==> src/rtl/romstrap_pkg.sv <==
package romstrap_pkg;

  localparam logic [1:0] WCODE_X8  = 2'b00;
  localparam logic [1:0] WCODE_RSV = 2'b01;
  localparam logic [1:0] WCODE_X16 = 2'b10;
  localparam logic [1:0] WCODE_X32 = 2'b11;

  localparam int STRAP_WLO   = 0;
  localparam int STRAP_STEER = 2;
  localparam int STRAP_BUF   = 3;

  typedef struct packed {
    logic       loadStrap;
    logic       loadCfg;
    logic       errClr;
    logic       errSet;
    logic [1:0] widthNext;
    logic       steerNext;
  } cfgStrobe_t;

endpackage

==> src/rtl/romstrap_ctrl.sv <==
module romstrap_ctrl
  import romstrap_pkg::*;
#(
  parameter int STRAP_W = 4
) (
  input  logic               rstN,
  input  logic [STRAP_W-1:0] strapIn,
  input  logic               wrEn,
  input  logic [1:0]         wrWidth,
  input  logic               wrSteer,
  output cfgStrobe_t         strobe
);

  logic [1:0] reqWidth;
  logic       reqSteer;
  logic [1:0] effWidth;
  logic       isRsv;
  logic       isClash;
  logic       doLoad;

  always_comb begin
    if (!rstN) begin
      reqWidth = strapIn[STRAP_WLO+1:STRAP_WLO];
      reqSteer = strapIn[STRAP_STEER];
    end else begin
      reqWidth = wrWidth;
      reqSteer = wrSteer;
    end
    isRsv    = (reqWidth == WCODE_RSV);
    effWidth = isRsv ? WCODE_X8 : reqWidth;
    isClash  = reqSteer && (effWidth == WCODE_X32);
    doLoad   = !rstN || wrEn;

    strobe.loadStrap = !rstN;
    strobe.loadCfg   = doLoad;
    strobe.errClr    = !rstN;
    strobe.errSet    = doLoad && (isRsv || isClash);
    strobe.widthNext = effWidth;
    strobe.steerNext = reqSteer && !isClash;
  end

endmodule

==> src/rtl/romstrap_dp.sv <==
module romstrap_dp
  import romstrap_pkg::*;
#(
  parameter int STRAP_W = 4,
  localparam int STAT_W = STRAP_W + 4
) (
  input  logic               clk,
  input  logic               rstN,
  input  cfgStrobe_t         strobe,
  input  logic [STRAP_W-1:0] strapIn,
  input  logic               romAccess,
  output logic               romCsPin,
  output logic               socketCs,
  output logic               rom32BufOe,
  output logic               bufCtrlEn,
  output logic [1:0]         romWidth,
  output logic [STAT_W-1:0]  cfgStatus
);

  logic [STRAP_W-1:0] strapQ;
  logic [1:0]         widthQ;
  logic               steerQ;
  logic               errQ;

  always_ff @(posedge clk) begin
    if (strobe.loadStrap) strapQ <= strapIn;
    if (strobe.loadCfg) begin
      widthQ <= strobe.widthNext;
      steerQ <= strobe.steerNext;
    end
    errQ <= (strobe.errClr ? 1'b0 : errQ) | strobe.errSet;
  end

  assign romCsPin   = romAccess && !steerQ;
  assign socketCs   = romAccess && steerQ;
  assign rom32BufOe = romAccess && (widthQ == WCODE_X32);
  assign bufCtrlEn  = strapQ[STRAP_BUF];
  assign romWidth   = widthQ;
  assign cfgStatus  = {errQ, steerQ, widthQ, strapQ};

  AST_STRAP_HOLD: assert property (@(posedge clk) disable iff (!rstN)
    $past(rstN) |-> $stable(strapQ));
  AST_NO_RSV_ACTIVE: assert property (@(posedge clk) disable iff (!rstN)
    widthQ != WCODE_RSV);
  AST_NO_STEER_X32: assert property (@(posedge clk) disable iff (!rstN)
    !(steerQ && widthQ == WCODE_X32));
  AST_CS_EXCLUSIVE: assert property (@(posedge clk) disable iff (!rstN)
    !(romCsPin && socketCs));
  AST_BUF32_NEEDS_ACCESS: assert property (@(posedge clk) disable iff (!rstN)
    rom32BufOe |-> romAccess);
  AST_ERR_STICKY: assert property (@(posedge clk) disable iff (!rstN)
    $past(rstN) && $past(errQ) |-> errQ);
  AST_WRITE_TAKES: assert property (@(posedge clk) disable iff (!rstN)
    strobe.loadCfg && strobe.steerNext |=> steerQ);

endmodule

==> src/rtl/romstrap_top.sv <==
module romstrap_top
  import romstrap_pkg::*;
#(
  parameter int STRAP_W = 4,
  localparam int STAT_W = STRAP_W + 4
) (
  input  logic               clk,
  input  logic               rstN,
  input  logic [STRAP_W-1:0] strapIn,
  input  logic               wrEn,
  input  logic [1:0]         wrWidth,
  input  logic               wrSteer,
  input  logic               romAccess,
  output logic               romCsPin,
  output logic               socketCs,
  output logic               rom32BufOe,
  output logic               bufCtrlEn,
  output logic [1:0]         romWidth,
  output logic [STAT_W-1:0]  cfgStatus
);

  cfgStrobe_t strobe;

  romstrap_ctrl #(.STRAP_W(STRAP_W)) ctrl_i (
    .rstN    (rstN),
    .strapIn (strapIn),
    .wrEn    (wrEn),
    .wrWidth (wrWidth),
    .wrSteer (wrSteer),
    .strobe  (strobe)
  );

  romstrap_dp #(.STRAP_W(STRAP_W)) dp_i (
    .clk        (clk),
    .rstN       (rstN),
    .strobe     (strobe),
    .strapIn    (strapIn),
    .romAccess  (romAccess),
    .romCsPin   (romCsPin),
    .socketCs   (socketCs),
    .rom32BufOe (rom32BufOe),
    .bufCtrlEn  (bufCtrlEn),
    .romWidth   (romWidth),
    .cfgStatus  (cfgStatus)
  );

endmodule

==> config.mk <==
export PLATFORM = sky130hd
export DESIGN_NAME = romstrap_top
export DESIGN_NICKNAME = d
export VERILOG_FILES = /design/src/rtl/romstrap_pkg.sv /design/src/rtl/romstrap_ctrl.sv /design/src/rtl/romstrap_dp.sv /design/src/rtl/romstrap_top.sv
export SDC_FILE = /design/constraint.sdc
export NUM_CORES = 1
export LEC_CHECK = 0
export CAP_MARGIN = 20
export CORE_AREA = 4 4 41 43
export CTS_CLUSTER_SIZE = 20
export DETAILED_ROUTE_END_ITERATION = 12
export DIE_AREA = 0 0 45 47
export DONT_BUFFER_PORTS = 1
export PLACE_DENSITY = 0.41
export REMOVE_ABC_BUFFERS = 1
export SLEW_MARGIN = 5
export SYNTH_ARGS = -nofsm -noshare
export SYNTH_HDL_FRONTEND = slang
export SYNTH_HIERARCHICAL = 1
export SYNTH_SLANG_ARGS = --single-unit
==> constraint.sdc <==
create_clock -name clk -period 1.3 [get_ports clk]
set_input_delay 0.26 -clock clk [delete_from_list [all_inputs] [get_ports clk]]
set_output_delay 0.26 -clock clk [all_outputs]
set_load 0.005 [all_outputs]
==> results of run 1 <==
## how the worst max path moves through the flow
stage,end,cells after the start
after CTS,romCsPin,1
after floorplan,dp_i/steerQ,2
after detailed placement,dp_i/steerQ,2
after global placement,dp_i/steerQ,2
final,romCsPin,1
after global routing,romCsPin,1
## layer usage
metal | part of all wire (%) | wire (µm) | vias up
met5 | 0 | 0 | -
met2 | 42 | 275 | 23
met3 | 20 | 134 | 0
met4 | 0 | 0 | 0
met1 | 38 | 249 | 91
li1 | - | - | 99
## kinds of logic (layout without fill, tap and decap cells)
logic type | after synthesis | count (layout) | synth area share [%]
muxes | 2 | 2 | 6.286
buffers and inverters | 10 | 6 | 17.07
DFF | 8 | 8 | 55.09
AOI/OAI and AO/OA | 4 | 4 | 7.784
and+or+nand+nor | 9 | 9 | 13.77
## cell usage after synthesis, types with 2 or more instances
master,instances,area (µm²)
and3_1,2,12.51
inv_1,2,7.510
nand2b_1,2,12.51
edfxtp_1,7,210.2
buf_4,7,52.55
## state kept, by name (all words and copies together), names as in the netlist
register	flops
dp_i/errQ	1
dp_i/strapQ	4
dp_i/romWidth	2
dp_i/steerQ	1
## layout make-up
type	instances	area share [%]
clock buffers	4	6.583
inverters	2	1.881
multi-input cells	15	29.15
flip-flops and latches	8	57.68
well taps	15	4.702
## power groups by stage
stage | Sequential [mW] | Combinational [mW] | Clock [mW]
finish | 0.328 | 0.0371 | 0.198
global route | 0.333 | 0.0416 | 0.226
CTS | 0.330 | 0.0379 | 0.205
detailed placement | 0.335 | 0.0373 | 0
global placement | 0.334 | 0.0372 | 0
floorplan | 0.329 | 0.0329 | 0
==> flow_metrics.env, run 1 <==
export IMPL_layout_commonest_cell="edfxtp_1"
export IMPL_cts_root_buf="clkbuf_4"
export IMPL_yosysUniqueCellTypes=18
export IMPL_numPlacedInstances=40
export IMPL_syn_inst=33
export IMPL_synth_edf_count=7
export IMPL_rsz0062_at_grt="no"
export IMPL_worstHoldStart="strapIn[1]"
export IMPL_postCtsHoldBufs=0
export IMPL_setup_tns_ps=0
export IMPL_grt_overflow_total=0
export IMPL_rows=13
export IMPL_crit_start="dp_i/steerQ"
export IMPL_place_ws_ps=373.8
export IMPL_avgSynthCellArea_um2=12.66
export IMPL_groute_usage_overall_pct=7.034
export IMPL_grt_pass1_vias=270
export IMPL_drv_cap=0
export IMPL_synth_area_um2=417.9
export IMPL_num_fill_cells=146
export IMPL_postCtsResizedCells=0
export IMPL_clk_path_buf_depth=2
export IMPL_gp_congestion=0.6143
export IMPL_postLayoutCellArea_um2=399.1
export IMPL_seqCellArea_um2=230.2
export IMPL_drc_errors=0
export IMPL_synth_ff_type="edfxtp_1"
export IMPL_final_util_pct=30.67
export IMPL_vias=213
export IMPL_htreeDepth=1
export IMPL_antenna_left=0
export IMPL_synthArstFlopShare_pct=0
export IMPL_met2_usage_pct=9.887
export IMPL_timing_fmax_mhz=847.9
export IMPL_portBuffers=0
export IMPL_cp_data_arrival_time_ps=920
export IMPL_critical_path_endpoint_type="output port"
export IMPL_grt_pass1_wl_mm=1.014
export IMPL_hold_depth=0
export IMPL_min_path_type="input port to flop"
export IMPL_multi_input_area_um2=116.4
export IMPL_report_final_slew_viol_count=0
export IMPL_met1_usage_pct=6.824
export IMPL_clock_sinks=8
export IMPL_crit_required_ps=1040
export IMPL_die_h_um=47
export IMPL_finalSetupViolations=0
export IMPL_reg2reg_depth=1
export IMPL_path_clk_slew_ps=60
export IMPL_num_io_pins=25
export IMPL_cellLeakagePower_nw=0.1672
export IMPL_sequentialPowerShare_pct=58.2
export IMPL_ys_ff_latch=8
export IMPL_hold_end="dp_i/strapQ[1]"
export IMPL_ys_seq_area_share_pct=55.09
export IMPL_path_delay_family="flip-flops"
export IMPL_instances_no_fill=44
export IMPL_finalWorstSetupSlack_ps=120.6
export IMPL_slowest_stage="edfxtp_1"
export IMPL_tritoncts="built"
export IMPL_path_buf_inv=0
export IMPL_drive_gt1_share_pct=24.14
export IMPL_cp_start_kind="flop"
export IMPL_drtIter0Drc=1
export IMPL_post_route_period_util_pct=90.73
export IMPL_dr_pass1_iters=2
export IMPL_dpl_cell_area_um2=372.9
export IMPL_power_switching_mw=0.1160
export IMPL_synthToLayoutAreaGrowth_pct=-4.491
export IMPL_grt_max_degree=9
export IMPL_clkPwrFrac_pct=35.2
export IMPL_worst_path_largest_cell_delay_ps=430
export IMPL_avgRoutedWirePerCell_um=14.98
export IMPL_rrSetupSlack_ps=730
export IMPL_wl_um=659
export IMPL_critical_path_class="flop to output port"
export IMPL_max_slew_margin_rel_pct=85.79
export IMPL_start_util_pct=32.12
export IMPL_period_minus_slack_ps=1179
export IMPL_antenna_found_initial=0
export IMPL_power_mw=0.5639
export IMPL_grt_busiest_layer="met2"
export IMPL_cts_buffers=3
export IMPL_nNetsFinal=41
export IMPL_internal_power_mw=0.4478
export IMPL_p_sw_share_pct=20.58
export IMPL_clock_latency_ps=250
export IMPL_num_antenna_cells=0
export IMPL_power_frac_comb_pct=6.6
export IMPL_timing_rr_start="dp_i/errQ"
export IMPL_ys_warn_count=6
export IMPL_tightestPinTransition_ps=212.9
export IMPL_power_density_nw_per_um2=1413
export IMPL_fp_dieW_um=45
export IMPL_grtUsageMet3_pct=6.897
export IMPL_holdWs_ps=104.1
export IMPL_die_area_um2=2115
export IMPL_core_area_um2=1301
export IMPL_crit_fanout=3
export IMPL_worstPathCellList="and2b_2"
export IMPL_r2r_end="dp_i/errQ"
export IMPL_finalClockSkew_ps=0
export IMPL_outcome="complete, no violations"
export IMPL_hold_violations=0
export IMPL_vdd_ir_drop_max_mv=0.5001
export IMPL_cts_setup_buffers=0
export IMPL_viasPerCell=4.841
export IMPL_layout_common_cells="edfxtp_1, clkbuf_4, inv_1, nand2b_1, and3_1"
(Power assumes the default switching activity.)
==> run 2: changes to the inputs <==
--- a/config.mk
+++ b/config.mk
@@ -11,7 +11,7 @@
 export DETAILED_ROUTE_END_ITERATION = 12
 export DIE_AREA = 0 0 45 47
 export DONT_BUFFER_PORTS = 1
-export PLACE_DENSITY = 0.41
+export PLACE_DENSITY = 0.43
 export REMOVE_ABC_BUFFERS = 1
 export SLEW_MARGIN = 5
 export SYNTH_ARGS = -nofsm -noshare
==> constraint.sdc (replaced) <==
create_clock -name clk -period 1 [get_ports clk]
set_input_delay 0.2 -clock clk [delete_from_list [all_inputs] [get_ports clk]]
set_output_delay 0.2 -clock clk [all_outputs]
set_load 0.005 [all_outputs]
==> run 2 against run 1 <==
Compared with the run above: the run now ends with negative setup slack left; worst hold slack got worse by 60 ps; global-route usage decreased by 0.48 points; clock power increased by 31%; die area unchanged; total power increased by 34%; sequential cell count unchanged; sequential share of layout area decreased by 3.7 points.
==> flow_metrics.env, run 2 (same netlist as run 1, synthesis figures left out) <==
export IMPL_hold_violations=0
export IMPL_drive_gt1_share_pct=32.26
export IMPL_fp_dieW_um=45
export IMPL_vias=223
export IMPL_synthToLayoutAreaGrowth_pct=2.096
export IMPL_critical_path_class="flop to output port"
export IMPL_postCtsHoldBufs=0
export IMPL_num_io_pins=25
export IMPL_path_delay_family="flip-flops"
export IMPL_cellLeakagePower_nw=0.1778
export IMPL_report_final_slew_viol_count=0
export IMPL_vdd_ir_drop_max_mv=0.5269
export IMPL_place_hpwl_um=556.3
export IMPL_grt_overflow_total=0
export IMPL_worstPathCellList="and2b_2"
export IMPL_core_area_um2=1301
export IMPL_finalClockSkew_ps=0
export IMPL_antenna_found_initial=0
export IMPL_post_route_period_util_pct=111.3
export IMPL_power_density_nw_per_um2=1771
export IMPL_die_area_um2=2115
export IMPL_max_slew_margin_rel_pct=85.91
export IMPL_slowest_stage="edfxtp_1"
export IMPL_htreeDepth=1
export IMPL_instances_no_fill=46
export IMPL_cp_start_kind="flop"
export IMPL_tritoncts="built"
export IMPL_layout_commonest_cell="edfxtp_1"
export IMPL_finalWorstSetupSlack_ps=-112.9
export IMPL_layout_common_cells="edfxtp_1, clkbuf_4, inv_1, nand2b_1, buf_6"
export IMPL_cts_buffers=3
export IMPL_grt_pass1_wl_um=924
export IMPL_avgRoutedWirePerCell_um=14.76
export IMPL_drtIter0Drc=6
export IMPL_numPlacedInstances=42
export IMPL_largest_reg_flops=4
export IMPL_num_antenna_cells=0
export IMPL_start_util_pct=32.12
export IMPL_crit_fanout=3
export IMPL_worst_path_largest_cell_delay_ps=420
export IMPL_clock_sinks=8
export IMPL_groute_usage_overall_pct=6.550
export IMPL_viasPerCell=4.848
export IMPL_portBuffers=0
export IMPL_grt_max_degree=9
export IMPL_nNetsFinal=43
export IMPL_timing_fmax_mhz=898.6
export IMPL_drv_cap=0
export IMPL_antenna_left=0
export IMPL_path_buf_inv=0
export IMPL_holdWs_ps=44.20
export IMPL_crit_required_ps=800
export IMPL_cp_data_arrival_time_ps=910
export IMPL_grt_pass1_vias=238
export IMPL_tightestPinTransition_ps=211.1
export IMPL_finalSetupViolations=5
export IMPL_largest_register="dp_i/strapQ"
export IMPL_clk_path_buf_depth=2
export IMPL_period_minus_slack_ps=1113
export IMPL_rows=13
export IMPL_rsz0062_at_grt="yes"
export IMPL_clock_latency_ps=250
export IMPL_gp_congestion=0.6162
export IMPL_drc_errors=0
export IMPL_violations="negative setup slack"
export IMPL_die_h_um=47
export IMPL_dr_pass1_iters=2
export IMPL_wl_um=679
export IMPL_cts_setup_buffers=0
export IMPL_cts_root_buf="clkbuf_4"
export IMPL_critical_path_endpoint_type="output port"
export IMPL_path_clk_slew_ps=60
export IMPL_outcome="finished, violations left"
export IMPL_final_util_pct=32.79
export IMPL_min_path_type="input port to flop"
export IMPL_num_fill_cells=132
## run 2: cell types whose count changed in the layout (fill, tap and decap cells not counted)
cell / delta
and3_4: +1
buf_6: +2
and3_1: -1
## run 2: power by group
group	leakage, nW	switching [mW]	internal, mW
Clock	0.0150	0.108	0.152
Combinational	0.0840	0.0268	0.0456
Sequential	0.0788	0.0225	0.401
## run 2: final timing paths
| kind | start | endpoint | slack [ps] | cells past startpoint |
|---|---|---|---|---|
| setup / recovery | dp_i/steerQ | romCsPin | -110 | 1 |
| hold / removal | strapIn[1] | dp_i/strapQ[1] | 40 | 0 |
| setup reg to reg | dp_i/errQ | dp_i/errQ | 420 | 1 |
| hold reg to reg | dp_i/errQ | dp_i/errQ | 490 | 1 |
## run 2: metrics by stage
| stage | area (µm²) | TNS (ps) | worst slack [ps] | power [mW] |
|---|---|---|---|---|
| floorplan | 354.1 | 0 | 162.0 | 0.4699 |
| global placement | 387.9 | 0 | 138.0 | 0.4944 |
| detailed placement | 387.9 | 0 | 141.0 | 0.4955 |
| CTS | 426.7 | -342.7 | -137.4 | 0.7690 |
| global route | 426.7 | -483.7 | -159.0 | 0.7882 |
| finish | 426.7 | -263.8 | -112.9 | 0.7558 |
## run 2: per-layer routing
metal	share of wire, %	GRT usage [%]	up-vias	wire (µm)
li1	-	-	106	-
met1	39	7.746	96	265
met2	41	7.345	21	276
met3	20	4.981	0	137
met4	0	5.848	0	0
met5	0	0	-	0
## run 2: layout make-up
type / instances / area, µm² / share of cell area [%]
sequential: 8 / 230.2 / 53.96
multi-input combinational: 15 / 121.4 / 28.45
clock buffer: 4 / 26.28 / 6.158
timing repair buffer: 2 / 22.52 / 5.279
tap: 15 / 18.77 / 4.399
inverter: 2 / 7.507 / 1.760
## run 2: what timing repair did
| item | 4_1_cts | 5_1_grt |
|---|---|---|
| pin swaps | 1 | 0 |
| setup endpoints to repair | 5 | 7 |
| gates cloned | 0 | 0 |
| gates resized for setup | 3 | 0 |
==> run 3: changes to the inputs <==
--- a/config.mk
+++ b/config.mk
@@ -6,12 +6,14 @@
 export NUM_CORES = 1
 export LEC_CHECK = 0
 export CAP_MARGIN = 20
+export CELL_PAD_IN_SITES_DETAIL_PLACEMENT = 1
+export CELL_PAD_IN_SITES_GLOBAL_PLACEMENT = 1
 export CORE_AREA = 4 4 41 43
 export CTS_CLUSTER_SIZE = 20
 export DETAILED_ROUTE_END_ITERATION = 12
 export DIE_AREA = 0 0 45 47
 export DONT_BUFFER_PORTS = 1
-export PLACE_DENSITY = 0.43
+export PLACE_DENSITY = 0.55
 export REMOVE_ABC_BUFFERS = 1
 export SLEW_MARGIN = 5
 export SYNTH_ARGS = -nofsm -noshare
==> run 3 against run 2 <==
Compared with the run above: the flow still finishes with violations (negative setup slack); sequential cell count unchanged; via count down 0.90%; clock power down 2%; largest cell class unchanged.
==> flow_metrics.env, run 3 (same netlist as run 1, synthesis figures left out) <==
export IMPL_worst_path_largest_cell_delay_ps=420
export IMPL_clock_latency_ps=240
export IMPL_slowest_stage="edfxtp_1"
export IMPL_num_antenna_cells=0
export IMPL_clock_sinks=8
export IMPL_largest_reg_flops=4
export IMPL_period_minus_slack_ps=1105
export IMPL_cts_root_buf="clkbuf_4"
export IMPL_critical_path_class="flop to output port"
export IMPL_drc_errors=0
export IMPL_critical_path_endpoint_type="output port"
export IMPL_grt_pass1_vias=255
export IMPL_layout_commonest_cell="edfxtp_1"
export IMPL_die_h_um=47
export IMPL_drv_cap=0
export IMPL_timing_fmax_mhz=905.0
export IMPL_dr_pass1_iters=1
export IMPL_outcome="finished, violations left"
export IMPL_path_clk_slew_ps=50
export IMPL_nNetsFinal=43
export IMPL_cp_start_kind="flop"
export IMPL_start_util_pct=32.12
export IMPL_worstPathCellList="and2b_2"
export IMPL_violations="negative setup slack"
export IMPL_vias=221
export IMPL_crit_fanout=3
export IMPL_rows=13
export IMPL_tritoncts="built"
export IMPL_fp_dieW_um=45
export IMPL_groute_usage_overall_pct=6.864
export IMPL_max_slew_margin_rel_pct=85.12
export IMPL_viasPerCell=4.804
export IMPL_portBuffers=0
export IMPL_finalWorstSetupSlack_ps=-104.9
export IMPL_vdd_ir_drop_max_mv=0.4484
export IMPL_final_util_pct=32.79
export IMPL_path_delay_family="flip-flops"
export IMPL_gp_congestion=0.6251
export IMPL_cellLeakagePower_nw=0.1778
export IMPL_htreeDepth=1
export IMPL_postCtsHoldBufs=0
export IMPL_post_route_period_util_pct=110.5
export IMPL_grt_max_degree=9
export IMPL_largest_register="dp_i/strapQ"
export IMPL_wl_um=680
export IMPL_power_mw=0.7506
export IMPL_clk_path_buf_depth=2
export IMPL_crit_required_ps=800
export IMPL_antenna_found_initial=0
export IMPL_drive_gt1_share_pct=32.26
export IMPL_cp_data_arrival_time_ps=900
export IMPL_report_final_slew_viol_count=0
export IMPL_layout_common_cells="edfxtp_1, clkbuf_4, inv_1, nand2b_1, buf_6"
export IMPL_drtIter0Drc=0
export IMPL_grt_pass1_wl_um=979
export IMPL_num_io_pins=25
export IMPL_rsz0062_at_grt="yes"
export IMPL_die_area_um2=2115
export IMPL_antenna_left=0
export IMPL_finalSetupViolations=3
export IMPL_grt_overflow_total=0
export IMPL_min_path_type="input port to flop"
export IMPL_num_fill_cells=147
export IMPL_tightestPinTransition_ps=223.0
export IMPL_cts_buffers=3
export IMPL_finalClockSkew_ps=0
export IMPL_place_hpwl_um=586.4
export IMPL_core_area_um2=1301
export IMPL_hold_violations=0
export IMPL_synthToLayoutAreaGrowth_pct=2.096
export IMPL_power_density_nw_per_um2=1759
export IMPL_path_buf_inv=0
export IMPL_cts_setup_buffers=0
export IMPL_avgRoutedWirePerCell_um=14.78
==> run 3: cell counts in the layout (fill, tap and decap cells not counted) <==
Identical to the previous run, type by type.
==> run 3: final cells by class <==
cell class	instances	area, µm²	share of cell area [%]
well taps	15	18.77	4.399
clock buffers	4	26.28	6.158
repair buffers	2	22.52	5.279
multi-input cells	15	121.4	28.45
inverters	2	7.507	1.760
flip-flops and latches	8	230.2	53.96
==> run 3: where the power goes <==
group / internal [mW] / switching, mW / total (mW)
sequential: 0.401 / 0.0219 / 0.423
combinational: 0.0458 / 0.0273 / 0.0730
clock: 0.152 / 0.103 / 0.255
==> run 3: layer usage <==
| metal | global-route usage, % | up-vias | part of all wire (%) |
|---|---|---|---|
| li1 | - | 105 | - |
| met1 | 6.557 | 95 | 36 |
| met2 | 9.605 | 21 | 41 |
| met3 | 5.747 | 0 | 22 |
| met4 | 5.263 | 0 | 0 |
| met5 | 0 | - | 0 |
==> run 3: path summary, 6_finish.rpt <==
kind	startpoint	endpoint	slack [ps]	depth (start not counted)
setup / recovery	dp_i/steerQ	romCsPin	-100	1
hold / removal	strapIn[1]	dp_i/strapQ[1]	50	0
setup reg to reg	dp_i/errQ	dp_i/errQ	420	1
hold reg to reg	dp_i/errQ	dp_i/errQ	500	1
==> run 3: per-stage QoR <==
stage / cells / setup TNS (ps) / setup WS, ps / hold slack [ps] / instance area [µm²]
floorplan: 25 / 0 / 162.0 / 298.9 / 354.1
global placement: 42 / 0 / 139.5 / 299.0 / 387.9
detailed placement: 42 / 0 / 151.3 / 299.0 / 387.9
CTS: 46 / -316.4 / -124.5 / 35.38 / 422.9
global route: 46 / -443.7 / -147.2 / 28.40 / 426.7
finish: 46 / -233.8 / -104.9 / 46.33 / 426.7
==> run 3: what timing repair did <==
action / in CTS / in global routing
setup endpoints to repair: 5 / 7
pin swaps: 1 / 0
endpoints found under the hold margin: 0 / 0
gates resized for setup: 2 / 1
